$ cat src/rtl/ebb_pkg.sv
package ebb_pkg;

  typedef enum logic [1:0] {S_IDLE, S_SETUP, S_STROBE} ebb_state_e;

  localparam logic [1:0] SZ_BYTE = 2'd0;
  localparam logic [1:0] SZ_HALF = 2'd1;

  // index of the final beat for a size on a given bus width
  function automatic logic [1:0] last_beat(input logic [1:0] size, input logic wide);
    if (wide) return (size >= 2'd2) ? 2'd1 : 2'd0;
    case (size)
      SZ_BYTE: return 2'd0;
      SZ_HALF: return 2'd1;
      default: return 2'd3;
    endcase
  endfunction

  // byte offset of beat idx from the request address
  function automatic logic [1:0] beat_offset(input logic [1:0] idx, input logic wide);
    return wide ? {idx[0], 1'b0} : idx;
  endfunction

  // active byte lanes of a beat (bit 0 = even byte)
  function automatic logic [1:0] lane_mask(input logic [1:0] size, input logic wide,
                                           input logic a0);
    if (!wide) return 2'b01;
    if (size == SZ_BYTE) return a0 ? 2'b10 : 2'b01;
    return 2'b11;
  endfunction

endpackage

$ cat src/rtl/ebb_bank_decode.sv
module ebb_bank_decode #(
  parameter int NB         = 8,
  parameter int SEL_W      = 3,
  parameter int BANK_SHIFT = 20,
  parameter int ADDR_W     = 23,
  parameter int WS_W       = 4,
  parameter int FL_W       = 3
) (
  input  logic [ADDR_W-1:0]    addr,
  input  logic [NB*WS_W-1:0]   cfg_wait,
  input  logic [NB*FL_W-1:0]   cfg_float,
  input  logic [NB-1:0]        cfg_wide,
  input  logic [NB-1:0]        cfg_bytewr,
  input  logic [NB-1:0]        cfg_early,
  output logic [SEL_W-1:0]     bank,
  output logic [WS_W-1:0]      wait_v,
  output logic [FL_W-1:0]      float_v,
  output logic                 wide,
  output logic                 bwm,
  output logic                 early
);
  logic [WS_W-1:0] w_arr [NB];
  logic [FL_W-1:0] f_arr [NB];

  for (genvar g = 0; g < NB; g++) begin : g_bank
    assign w_arr[g] = cfg_wait[g*WS_W +: WS_W];
    assign f_arr[g] = cfg_float[g*FL_W +: FL_W];
  end

  assign bank    = addr[BANK_SHIFT +: SEL_W];
  assign wait_v  = w_arr[bank];
  assign float_v = f_arr[bank];
  assign wide    = cfg_wide[bank];
  assign bwm     = cfg_bytewr[bank];
  assign early   = cfg_early[bank];
endmodule

$ cat src/rtl/ebb_float_guard.sv
module ebb_float_guard #(
  parameter int SEL_W = 3,
  parameter int FL_W  = 3
) (
  input  logic             clk,
  input  logic             rst_n,
  input  logic             load,
  input  logic [SEL_W-1:0] load_bank,
  input  logic [FL_W-1:0]  load_val,
  input  logic [SEL_W-1:0] req_bank,
  input  logic             accept,
  output logic             stall
);
  logic [FL_W-1:0]  cnt;
  logic [SEL_W-1:0] owner;

  always_ff @(posedge clk or negedge rst_n) begin
    if (!rst_n) begin
      cnt   <= '0;
      owner <= '0;
    end else if (load) begin
      cnt   <= load_val;
      owner <= load_bank;
    end else if (cnt != '0) begin
      cnt <= cnt - 1'b1;
    end
  end

  assign stall = (cnt != '0) && (req_bank != owner);

  // another bank never starts while the owner's float count is live
  assert_float_hold_R3: assert property (@(posedge clk) disable iff (!rst_n)
    accept |-> (cnt == '0 || req_bank == owner));
endmodule

$ cat src/rtl/ebb_lane_map.sv
module ebb_lane_map (
  input  logic        in_access,
  input  logic        strobe_on,
  input  logic        wr,
  input  logic        wide,
  input  logic        bwm,
  input  logic [1:0]  lanes,
  input  logic [1:0]  bbyte,
  input  logic [31:0] wdata,
  output logic        nrd,
  output logic        nwe,
  output logic [1:0]  nwe_lane,
  output logic [1:0]  nbs,
  output logic [15:0] dout
);
  logic       wr_act;
  logic [1:0] lo_k, hi_k;
  logic [7:0] lo_b, hi_b, nb_b;

  assign wr_act   = strobe_on && wr;
  assign nrd      = !(strobe_on && !wr);
  assign nwe      = !(wr_act && !(wide && bwm));
  assign nwe_lane = (wr_act && wide && bwm) ? ~lanes : 2'b11;
  assign nbs      = (in_access && wide && !bwm) ? ~lanes : 2'b11;

  assign lo_k = {bbyte[1], 1'b0};
  assign hi_k = {bbyte[1], 1'b1};
  assign lo_b = wdata[{lo_k, 3'b000} +: 8];
  assign hi_b = wdata[{hi_k, 3'b000} +: 8];
  assign nb_b = wdata[{bbyte, 3'b000} +: 8];
  assign dout = wide ? {hi_b, lo_b} : {8'h00, nb_b};
endmodule

$ cat src/rtl/ebb_ctrl.sv
module ebb_ctrl
  import ebb_pkg::*;
#(
  parameter int LARGE_BANKS = 0,
  parameter int NB          = (LARGE_BANKS != 0) ? 4 : 8,
  parameter int BANK_SHIFT  = (LARGE_BANKS != 0) ? 24 : 20,
  parameter int SEL_W       = $clog2(NB),
  parameter int ADDR_W      = BANK_SHIFT + SEL_W,
  parameter int WS_W        = 4,
  parameter int FL_W        = 3
) (
  input  logic                clk,
  input  logic                rst_n,
  input  logic                req_valid,
  input  logic [ADDR_W-1:0]   req_addr,
  input  logic [1:0]          req_size,
  input  logic                req_write,
  input  logic [31:0]         req_wdata,
  output logic                req_ready,
  output logic [31:0]         req_rdata,
  input  logic [NB*WS_W-1:0]  cfg_wait,
  input  logic [NB*FL_W-1:0]  cfg_float,
  input  logic [NB-1:0]       cfg_wide,
  input  logic [NB-1:0]       cfg_bytewr,
  input  logic [NB-1:0]       cfg_early,
  output logic [ADDR_W-1:0]   ext_addr,
  output logic [NB-1:0]       ext_ncs,
  output logic                ext_nrd,
  output logic                ext_nwe,
  output logic [1:0]          ext_nwe_lane,
  output logic [1:0]          ext_nbs,
  output logic [15:0]         ext_dout,
  input  logic [15:0]         ext_din
);
  ebb_state_e       st;
  logic [SEL_W-1:0] bank_q, dec_bank;
  logic [ADDR_W-1:0] addr_q;
  logic [1:0]       size_q, bidx, last_q, off, bbyte, lanes;
  logic             wr_q, wide_q, bwm_q, early_q;
  logic [31:0]      wdata_q, rdata_q;
  logic [WS_W-1:0]  wait_q, wcnt, dec_wait;
  logic [FL_W-1:0]  float_q, dec_float;
  logic             dec_wide, dec_bwm, dec_early;
  logic             rdy_q, stall;

  // named internal events
  logic accept, beat_end, last_end;
  logic [3:0] cap_en;
  logic [7:0] cap_val [4];

  ebb_bank_decode #(.NB(NB), .SEL_W(SEL_W), .BANK_SHIFT(BANK_SHIFT), .ADDR_W(ADDR_W),
                    .WS_W(WS_W), .FL_W(FL_W)) u_dec (
    .addr(req_addr), .cfg_wait(cfg_wait), .cfg_float(cfg_float), .cfg_wide(cfg_wide),
    .cfg_bytewr(cfg_bytewr), .cfg_early(cfg_early), .bank(dec_bank), .wait_v(dec_wait),
    .float_v(dec_float), .wide(dec_wide), .bwm(dec_bwm), .early(dec_early));

  ebb_float_guard #(.SEL_W(SEL_W), .FL_W(FL_W)) u_float (
    .clk(clk), .rst_n(rst_n), .load(last_end), .load_bank(bank_q), .load_val(float_q),
    .req_bank(dec_bank), .accept(accept), .stall(stall));

  assign accept   = (st == S_IDLE) && req_valid && !rdy_q && !stall;
  assign beat_end = (st == S_STROBE) && (wcnt == '0);
  assign last_end = beat_end && (bidx == last_q);

  assign off   = beat_offset(bidx, wide_q);
  assign bbyte = addr_q[1:0] + off;
  assign lanes = lane_mask(size_q, wide_q, addr_q[0]);

  for (genvar g = 0; g < 4; g++) begin : g_cap
    localparam logic [1:0] GI = 2'(g);
    assign cap_en[g]  = wide_q ? ((GI[1] == bbyte[1]) && lanes[GI[0]]) : (GI == bbyte);
    assign cap_val[g] = (wide_q && GI[0]) ? ext_din[15:8] : ext_din[7:0];
  end

  always_ff @(posedge clk or negedge rst_n) begin
    if (!rst_n) begin
      st      <= S_IDLE;
      bank_q  <= '0;
      addr_q  <= '0;
      size_q  <= '0;
      wr_q    <= 1'b0;
      wdata_q <= '0;
      wide_q  <= 1'b0;
      bwm_q   <= 1'b0;
      early_q <= 1'b0;
      wait_q  <= '0;
      float_q <= '0;
      wcnt    <= '0;
      bidx    <= '0;
      last_q  <= '0;
      rdata_q <= '0;
      rdy_q   <= 1'b0;
    end else begin
      rdy_q <= 1'b0;
      case (st)
        S_IDLE: if (accept) begin
          bank_q  <= dec_bank;
          addr_q  <= req_addr;
          size_q  <= req_size;
          wr_q    <= req_write;
          wdata_q <= req_wdata;
          wide_q  <= dec_wide;
          bwm_q   <= dec_bwm;
          early_q <= dec_early;
          wait_q  <= dec_wait;
          float_q <= dec_float;
          wcnt    <= dec_wait;
          bidx    <= '0;
          last_q  <= last_beat(req_size, dec_wide);
          rdata_q <= '0;
          st      <= (!req_write && !dec_early) ? S_SETUP : S_STROBE;
        end
        S_SETUP: st <= S_STROBE;
        S_STROBE: begin
          if (wcnt != '0) begin
            wcnt <= wcnt - 1'b1;
          end else begin
            if (!wr_q) begin
              for (int k = 0; k < 4; k++)
                if (cap_en[k]) rdata_q[8*k +: 8] <= cap_val[k];
            end
            if (bidx == last_q) begin
              st    <= S_IDLE;
              rdy_q <= 1'b1;
            end else begin
              bidx <= bidx + 1'b1;
              wcnt <= wait_q;
              st   <= (!wr_q && !early_q) ? S_SETUP : S_STROBE;
            end
          end
        end
        default: st <= S_IDLE;
      endcase
    end
  end

  always_comb begin
    ext_ncs = '1;
    if (st != S_IDLE) ext_ncs[bank_q] = 1'b0;
  end

  assign ext_addr  = addr_q + {{(ADDR_W-2){1'b0}}, off};
  assign req_ready = rdy_q;
  assign req_rdata = rdata_q;

  ebb_lane_map u_lanes (
    .in_access(st != S_IDLE), .strobe_on(st == S_STROBE), .wr(wr_q), .wide(wide_q),
    .bwm(bwm_q), .lanes(lanes), .bbyte(bbyte), .wdata(wdata_q), .nrd(ext_nrd),
    .nwe(ext_nwe), .nwe_lane(ext_nwe_lane), .nbs(ext_nbs), .dout(ext_dout));

  // checker counter: strobe cycles spent in the current beat
  logic [WS_W-1:0] chk_run;
  always_ff @(posedge clk or negedge rst_n) begin
    if (!rst_n) chk_run <= '0;
    else if (st == S_STROBE) chk_run <= beat_end ? '0 : chk_run + 1'b1;
    else chk_run <= '0;
  end

  assert_cs_onehot_R1: assert property (@(posedge clk) disable iff (!rst_n)
    $onehot0(~ext_ncs));
  assert_wait_len_R2: assert property (@(posedge clk) disable iff (!rst_n)
    beat_end |-> (chk_run == wait_q));
  assert_bs_in_cs_R6: assert property (@(posedge clk) disable iff (!rst_n)
    (ext_nbs != 2'b11) |-> (ext_ncs != '1));
  assert_lane_only_R7: assert property (@(posedge clk) disable iff (!rst_n)
    (ext_nwe_lane != 2'b11) |-> (ext_nwe && ext_nbs == 2'b11 && ext_nrd));
  assert_setup_read_R8: assert property (@(posedge clk) disable iff (!rst_n)
    (st == S_SETUP) |-> (!wr_q && !early_q && ext_nrd));
  assert_ready_pulse_R9: assert property (@(posedge clk) disable iff (!rst_n)
    req_ready |=> !req_ready);
endmodule

$ cat config.mk
export PLATFORM = sky130hd
export DESIGN_NAME = ebb_ctrl
export DESIGN_NICKNAME = d
export VERILOG_FILES = /design/src/rtl/ebb_pkg.sv /design/src/rtl/ebb_bank_decode.sv /design/src/rtl/ebb_float_guard.sv /design/src/rtl/ebb_lane_map.sv /design/src/rtl/ebb_ctrl.sv
export SDC_FILE = /design/constraint.sdc
export NUM_CORES = 1
export LEC_CHECK = 0
export BUFFER_PORTS_ARGS = -buffer_cell sky130_fd_sc_hd__clkbuf_2
export CAP_MARGIN = 20
export CORE_ASPECT_RATIO = 0.6
export CORE_UTILIZATION = 50
export DETAILED_ROUTE_END_ITERATION = 12
export PLACE_DENSITY = 0.81
export SYNTH_ARGS = -nofsm -noshare
export SYNTH_HDL_FRONTEND = slang
export SYNTH_SLANG_ARGS = --single-unit
$ cat constraint.sdc
create_clock -name clk -period 4.3 [get_ports clk]
set_input_delay 0.645 -clock clk [delete_from_list [all_inputs] [get_ports clk]]
set_output_delay 0.645 -clock clk [all_outputs]
set_load 0.1 [all_outputs]
# Yosys cells after proc, flatten, opt, wreduce, memory -nomap -nowiden

Cells that the tools add are included.

Add/sub/neg operators: 5
$mul: 0
Div/mod/pow operators: 0
Order comparisons: 5
Equality and inequality tests: 17
Shifts and indexed selects: 3
Mux-type cells: 65
Bitwise gates (word level): 4
Reductions and logical operators: 49

Operators with widths:

| cell                                                                         | count |
|---|---|
| 32-bit 2-to-1 mux                                                            | 3 |
| 32-bit by 6-bit variable part select with 8-bit output                       | 3 |
| 32-bit case mux with 2 select lines                                          | 1 |
| 8-bit 2-to-1 mux                                                             | 6 |
| 2-bit 2-to-1 mux                                                             | 18 |
| 23-bit by 2-bit adder with 23-bit output                                     | 1 |
| 1-bit logical AND                                                            | 21 |
| 4-bit 2-to-1 mux                                                             | 5 |
| 5-bit AND reduction                                                          | 4 |
| 1-bit 2-to-1 mux                                                             | 17 |
| 16-bit 2-to-1 mux                                                            | 1 |
| 2-bit inequality test, second input constant                                 | 8 |
| 4-bit binary-select mux with 3-bit select                                    | 1 |
| 3-bit 2-to-1 mux                                                             | 4 |
| 1-bit logical NOT                                                            | 10 |
| 1-bit binary-select mux with 3-bit select                                    | 3 |
| 3-bit binary-select mux with 3-bit select                                    | 1 |
| 2-bit logical NOT                                                            | 4 |
| 3-bit by 4-bit less-than comparator with 1-bit output, second input constant | 2 |
| 8-bit NOT                                                                    | 1 |
| 2-bit case mux with 2 select lines                                           | 2 |
| 4-bit case mux with 2 select lines                                           | 1 |
| 2-bit case mux with 3 select lines                                           | 1 |
| 2-bit nonzero test                                                           | 3 |
| other kinds (24)                                                             | 27 |

Register bits after elaboration: 120
Bits in latches: 0
Memory bits (writable): 0
Memory bits (read-only): 0
Input port bits: 157
Output and inout port bits: 86
Logic and storage cells: 169
Memories kept: 0

# Logic depth before layout (Yosys ltp)

Depth in word-level cells: 11
Gate-level depth with buffers: 10
Gate-level depth less buffers: 8

# Modules after synthesis

A second synthesis with hierarchy kept.

Cells, all modules: 700
Area, all modules: 6829.0 um2

By module, submodules not included:

| module          | times used | cells an instance | area an instance (um2) | seq. area each (um2) |
|---|---|---|---|---|
| ebb_ctrl        | 1          | 596               | 5402.7                 | 2852.7 |
| ebb_bank_decode | 1          | 38                | 694.4                  | 0.0 |
| ebb_lane_map    | 1          | 38                | 399.1                  | 0.0 |
| ebb_float_guard | 1          | 28                | 332.8                  | 150.1 |

# Least setup slack after synthesis

OpenSTA, ideal clock, no wires.

Kind: register to output
From: register wide_q
To: output port ext_dout[10]
Arrival time: 4.493 ns
Required time: 3.655 ns
Slack: -0.838 ns
Stages on the path, launching flop included: 10
Buffers on the path: 4
Cells stage by stage: dfrtp_1 buf_2 buf_1 nor2b_1 ha_1 fa_1 buf_2 buf_2 mux2i_1 nor2b_1

Cells in the longest elaborated chain, start to end: 4

RTL lines:

| what                                                   | line               | RTL |
|---|---|---|
| from (decl)                                            | ebb_ctrl.sv:39     | `logic wr_q, wide_q, bwm_q, early_q;` |
| from (signal assigned)                                 | ebb_ctrl.sv:102    | `wide_q <= dec_wide;` |
| 2-bit 2-to-1 mux                                       | ebb_pkg.sv:20      | `return wide ? {idx[0], 1'b0} : idx;` |
| 2-bit adder                                            | ebb_ctrl.sv:66     | `assign bbyte = addr_q[1:0] + off;` |
| 32-bit by 6-bit variable part select with 8-bit output | ebb_lane_map.sv:29 | `assign hi_b = wdata[{hi_k, 3'b000} +: 8];` |
| 16-bit 2-to-1 mux *                                    | ebb_lane_map.sv:31 | `assign dout = wide ? {hi_b, lo_b} : {8'h00, nb_b};` |
| to (decl)                                              | ebb_ctrl.sv:32     | `output logic [15:0] ext_dout,` |

Every way passes the cells marked *; elsewhere a longest branch is shown, timed or not.

# Worst setup path in the final report

From: register bidx[0]
To: output port ext_addr[20]

Cells in the longest elaborated chain, start to end: 2

RTL lines:

| what                                     | line            | RTL |
|---|---|---|
| from (decl)                              | ebb_ctrl.sv:38  | `logic [1:0] size_q, bidx, last_q, off, bbyte, lanes;` |
| from (signal assigned)                   | ebb_ctrl.sv:126 | `bidx <= bidx + 1'b1;` |
| 2-bit 2-to-1 mux                         | ebb_pkg.sv:20   |  |
| 23-bit by 2-bit adder with 23-bit output | ebb_ctrl.sv:142 | `assign ext_addr = addr_q + {{(ADDR_W-2){1'b0}}, off};` |
| to (decl)                                | ebb_ctrl.sv:26  | `output logic [ADDR_W-1:0] ext_addr,` |

No other way between the ends.

==> summary.txt <==
Placement
  • Detail Placement HPWL: 13200 um
  • DP Area: approximately 8200 sq um
  • Pre-CTS setup slack: 0.922 ns
  • IO Port Bufs: between 200 and 250
  • Routability Congestion: 0.848

Floorplanning
  • Cell Rows: 31
  • Die H: roughly 90 um
  • Core ar.: 12300 sq um
  • Starting Density: 52.6%
  • Die ar.: 13500 sq um
  • Die X-Extent: 149 um
  • IO Pins: ~240

Clock tree
  • Post-CTS Setup Bufs: 0
  • Worst skew pair latency: just over 0.4 ns
  • Reg clk slew, reported paths: 0.06 ns
  • H-Tree Depth: 4
  • Post-CTS Resized: 0
  • Total CTS buffers: 17
  • Clk buf depth: 2
  • CTS tree: done
  • Clock Sink Count: 117
  • Hold Buf Count CTS: 0
  • Root Buffer: clkbuf_16

Route
  • Via density: between 5 and 6
  • DRT antenna net count: 0
  • Final wirelength: 17700 um
  • Per-cell routed wire length: around 17 um
  • Pre-antenna DRT Iters: 5
  • 1st-iter DRT viols: 268
  • Vias: 5672
  • # DRC: 0

Critical path
  • Worst Path Arrival: roughly 3.3 ns
  • Slowest-stage cell, CP: nor4_1
  • Crit-path max FO: 6
  • Nature of the critical path startpoint: flip-flop
  • CP Capture Type: output pin
  • Critical setup path kind: flip-flop to output pin
  • Worst R2R Setup Slack: 1.32 ns
  • Worst path max stage delay: 0.74 ns
  • Worst Path Buf+Inv: 2
  • CP top delay family: simple AND/OR/NAND/NOR gates
  • Critical Path RT: 3.65 ns
  • Critical-path cell list: nor2b_1, ha_1, fa_2, inv_1, nor4_1, nand3_1, nor2_1, xor2_1, buf_12

Finish
  • Fillers: 962
  • Final nets: 1060
  • Area Growth Syn to Fin: 36.2%
  • Antenna diode count: 0
  • Post-route cell area: 8840 sq um
  • Share of cells above drive strength 1: 39.6%

Synth
  • Synthesized flop and latch total: ~120
  • Syn_nets: a little over 800
  • Distinct cells, synth: 47
  • Mapped Cells: roughly 660
  • EDFF count, synth: 0
  • Syn. warnings: 0
  • Sequential cell area fraction in the yosys report: 45.1%
  • Mean Syn Cell Area: 9.79 sq um
  • Post-synthesis cell area: 6490 sq um
  • Top FF cell, synth: dfrtp_1
  • Post-synth ARST share: 100%

GRT
  • Vias in the first global route: 5646
  • Initial antenna violation count: 0
  • Global Route Usage Sum: 27.4%
  • Remaining global-route overflow: 0
  • Largest net degree at the start of global routing: 73
  • Global-route wire length before repair: 28600 um

STA
  • Final cycle utilization of the critical path: 91.8%
  • Worst Clk Skew: between 0.01 and 0.015 ns
  • Measured slew at the worst slew-check pin: 0.966 ns
  • Tmin final: a little under 4 ns
  • Final Hold Fails: 0
  • Max Transition Viols Final: 0
  • Fmax: 253 MHz
  • Count of final setup violators: 0
  • Rel. slew slack: 35.3%
  • Worst setup margin: 0.354 ns
  • Setup TNS: 0 ns
  • RSZ-0062 raised after global routing: no

Run
  • Max_cap viols: 0

Outcome
  • Status: completed

Hold path
  • Worst min-delay path class: input port to async pin
## cells in the mapped netlist (all sizes together) (10+ instances only)
library cell,number,area share [%]
nor2,27,1.6
inv,11,0.64
and2,10,0.96
dfrtp,117,45
mux4,26,9.0
a21oi,14,1.3
xnor2,16,2.2
clkbuf,16,0.93
buf,20,1.6
o21ai,17,1.3
nor2b,14,1.3
xor2,11,1.5
mux2,34,5.9
nand3,16,1.2
mux2i,30,4.6
nand2,223,13
## final cells by class
type,instances,area (sq um),area share (%)
multi-input cells,499,3430,38.8
flip-flops and latches,117,2930,33.1
repair buffers,250,1620,18.4
clock buffers,18,439,4.97
well taps,165,206,2.34
clock inverters,14,175,1.98
inverters,11,41.3,0.467
## placed cells by master (no fill, tap or decap), types with 8 or more instances in the layout
cell type,netlist,routed
mux2i_1,30,30
nand2_1,221,221
xnor2_1,16,16
mux2_2,34,34
dfrtp_1,117,117
and2_1,10,9
clkbuf_16,0,17
xor2_1,11,11
clkbuf_2,0,216
buf_4,0,11
buf_12,0,23
nor2b_4,0,8
inv_1,11,11
mux4_2,26,26
nor2_1,27,27
a21oi_1,13,13
o21ai_0,17,17
nand3_1,16,16
## state kept, by name, indices dropped and copies added (netlist names), 3 cells and up
signal and count:
float_q 3, addr_q 20, wait_q 4, wcnt 4
wdata_q 32, bank_q 3, u_float.owner 3, req_rdata 32
u_float.cnt 3
## path summary, 6_finish.rpt
path                         startpoint            end  cells after the start
max in group asynchronous         rst_n          bwm_q                      2
min                               rst_n     wdata_q[3]                      1
max                             bidx[0]   ext_addr[20]                      9
max reg2reg                     bidx[0]  req_rdata[26]                      6
min in group clk           req_wdata[3]     wdata_q[3]                      3
min reg2reg                  wdata_q[3]     wdata_q[3]                      2
## stage by stage
step           hold WS [ns]  util, %  std cells
4_1_cts               0.350     71.7       1074
3_5_place_dp          0.462     66.7       1042
3_3_place_gp          0.456     66.7       1042
5_1_grt               0.372     71.7       1074
6_report              0.319     71.7       1074
2_1_floorplan         0.349        -        663
## kinds of logic (layout without fill, tap and decap cells)
kind of cell / after synthesis / after routing / share of synthesized area [%]
compound gates: 54 / 54 / 5.84
xor+xnor: 27 / 27 / 3.64
fa+ha+maj: 7 / 7 / 1.46
buf+inv: 47 / 293 / 3.14
flops: 117 / 117 / 45.1
mux: 90 / 90 / 19.5
simple gates: 321 / 321 / 21.3
## metal layers
metal | vias to the layer above | wire length (um) | track usage [%]
met5 | - | 0 | 0
met4 | 0 | 115 | 5.87
met3 | 10 | 1450 | 9.39
met2 | 181 | 8310 | 43.5
met1 | 2772 | 7850 | 36.4
li1 | 2709 | - | -
Power is left out: the tool's default activity adds up to more than one toggle a clock period on the data nets, which glitch-free logic cannot reach.
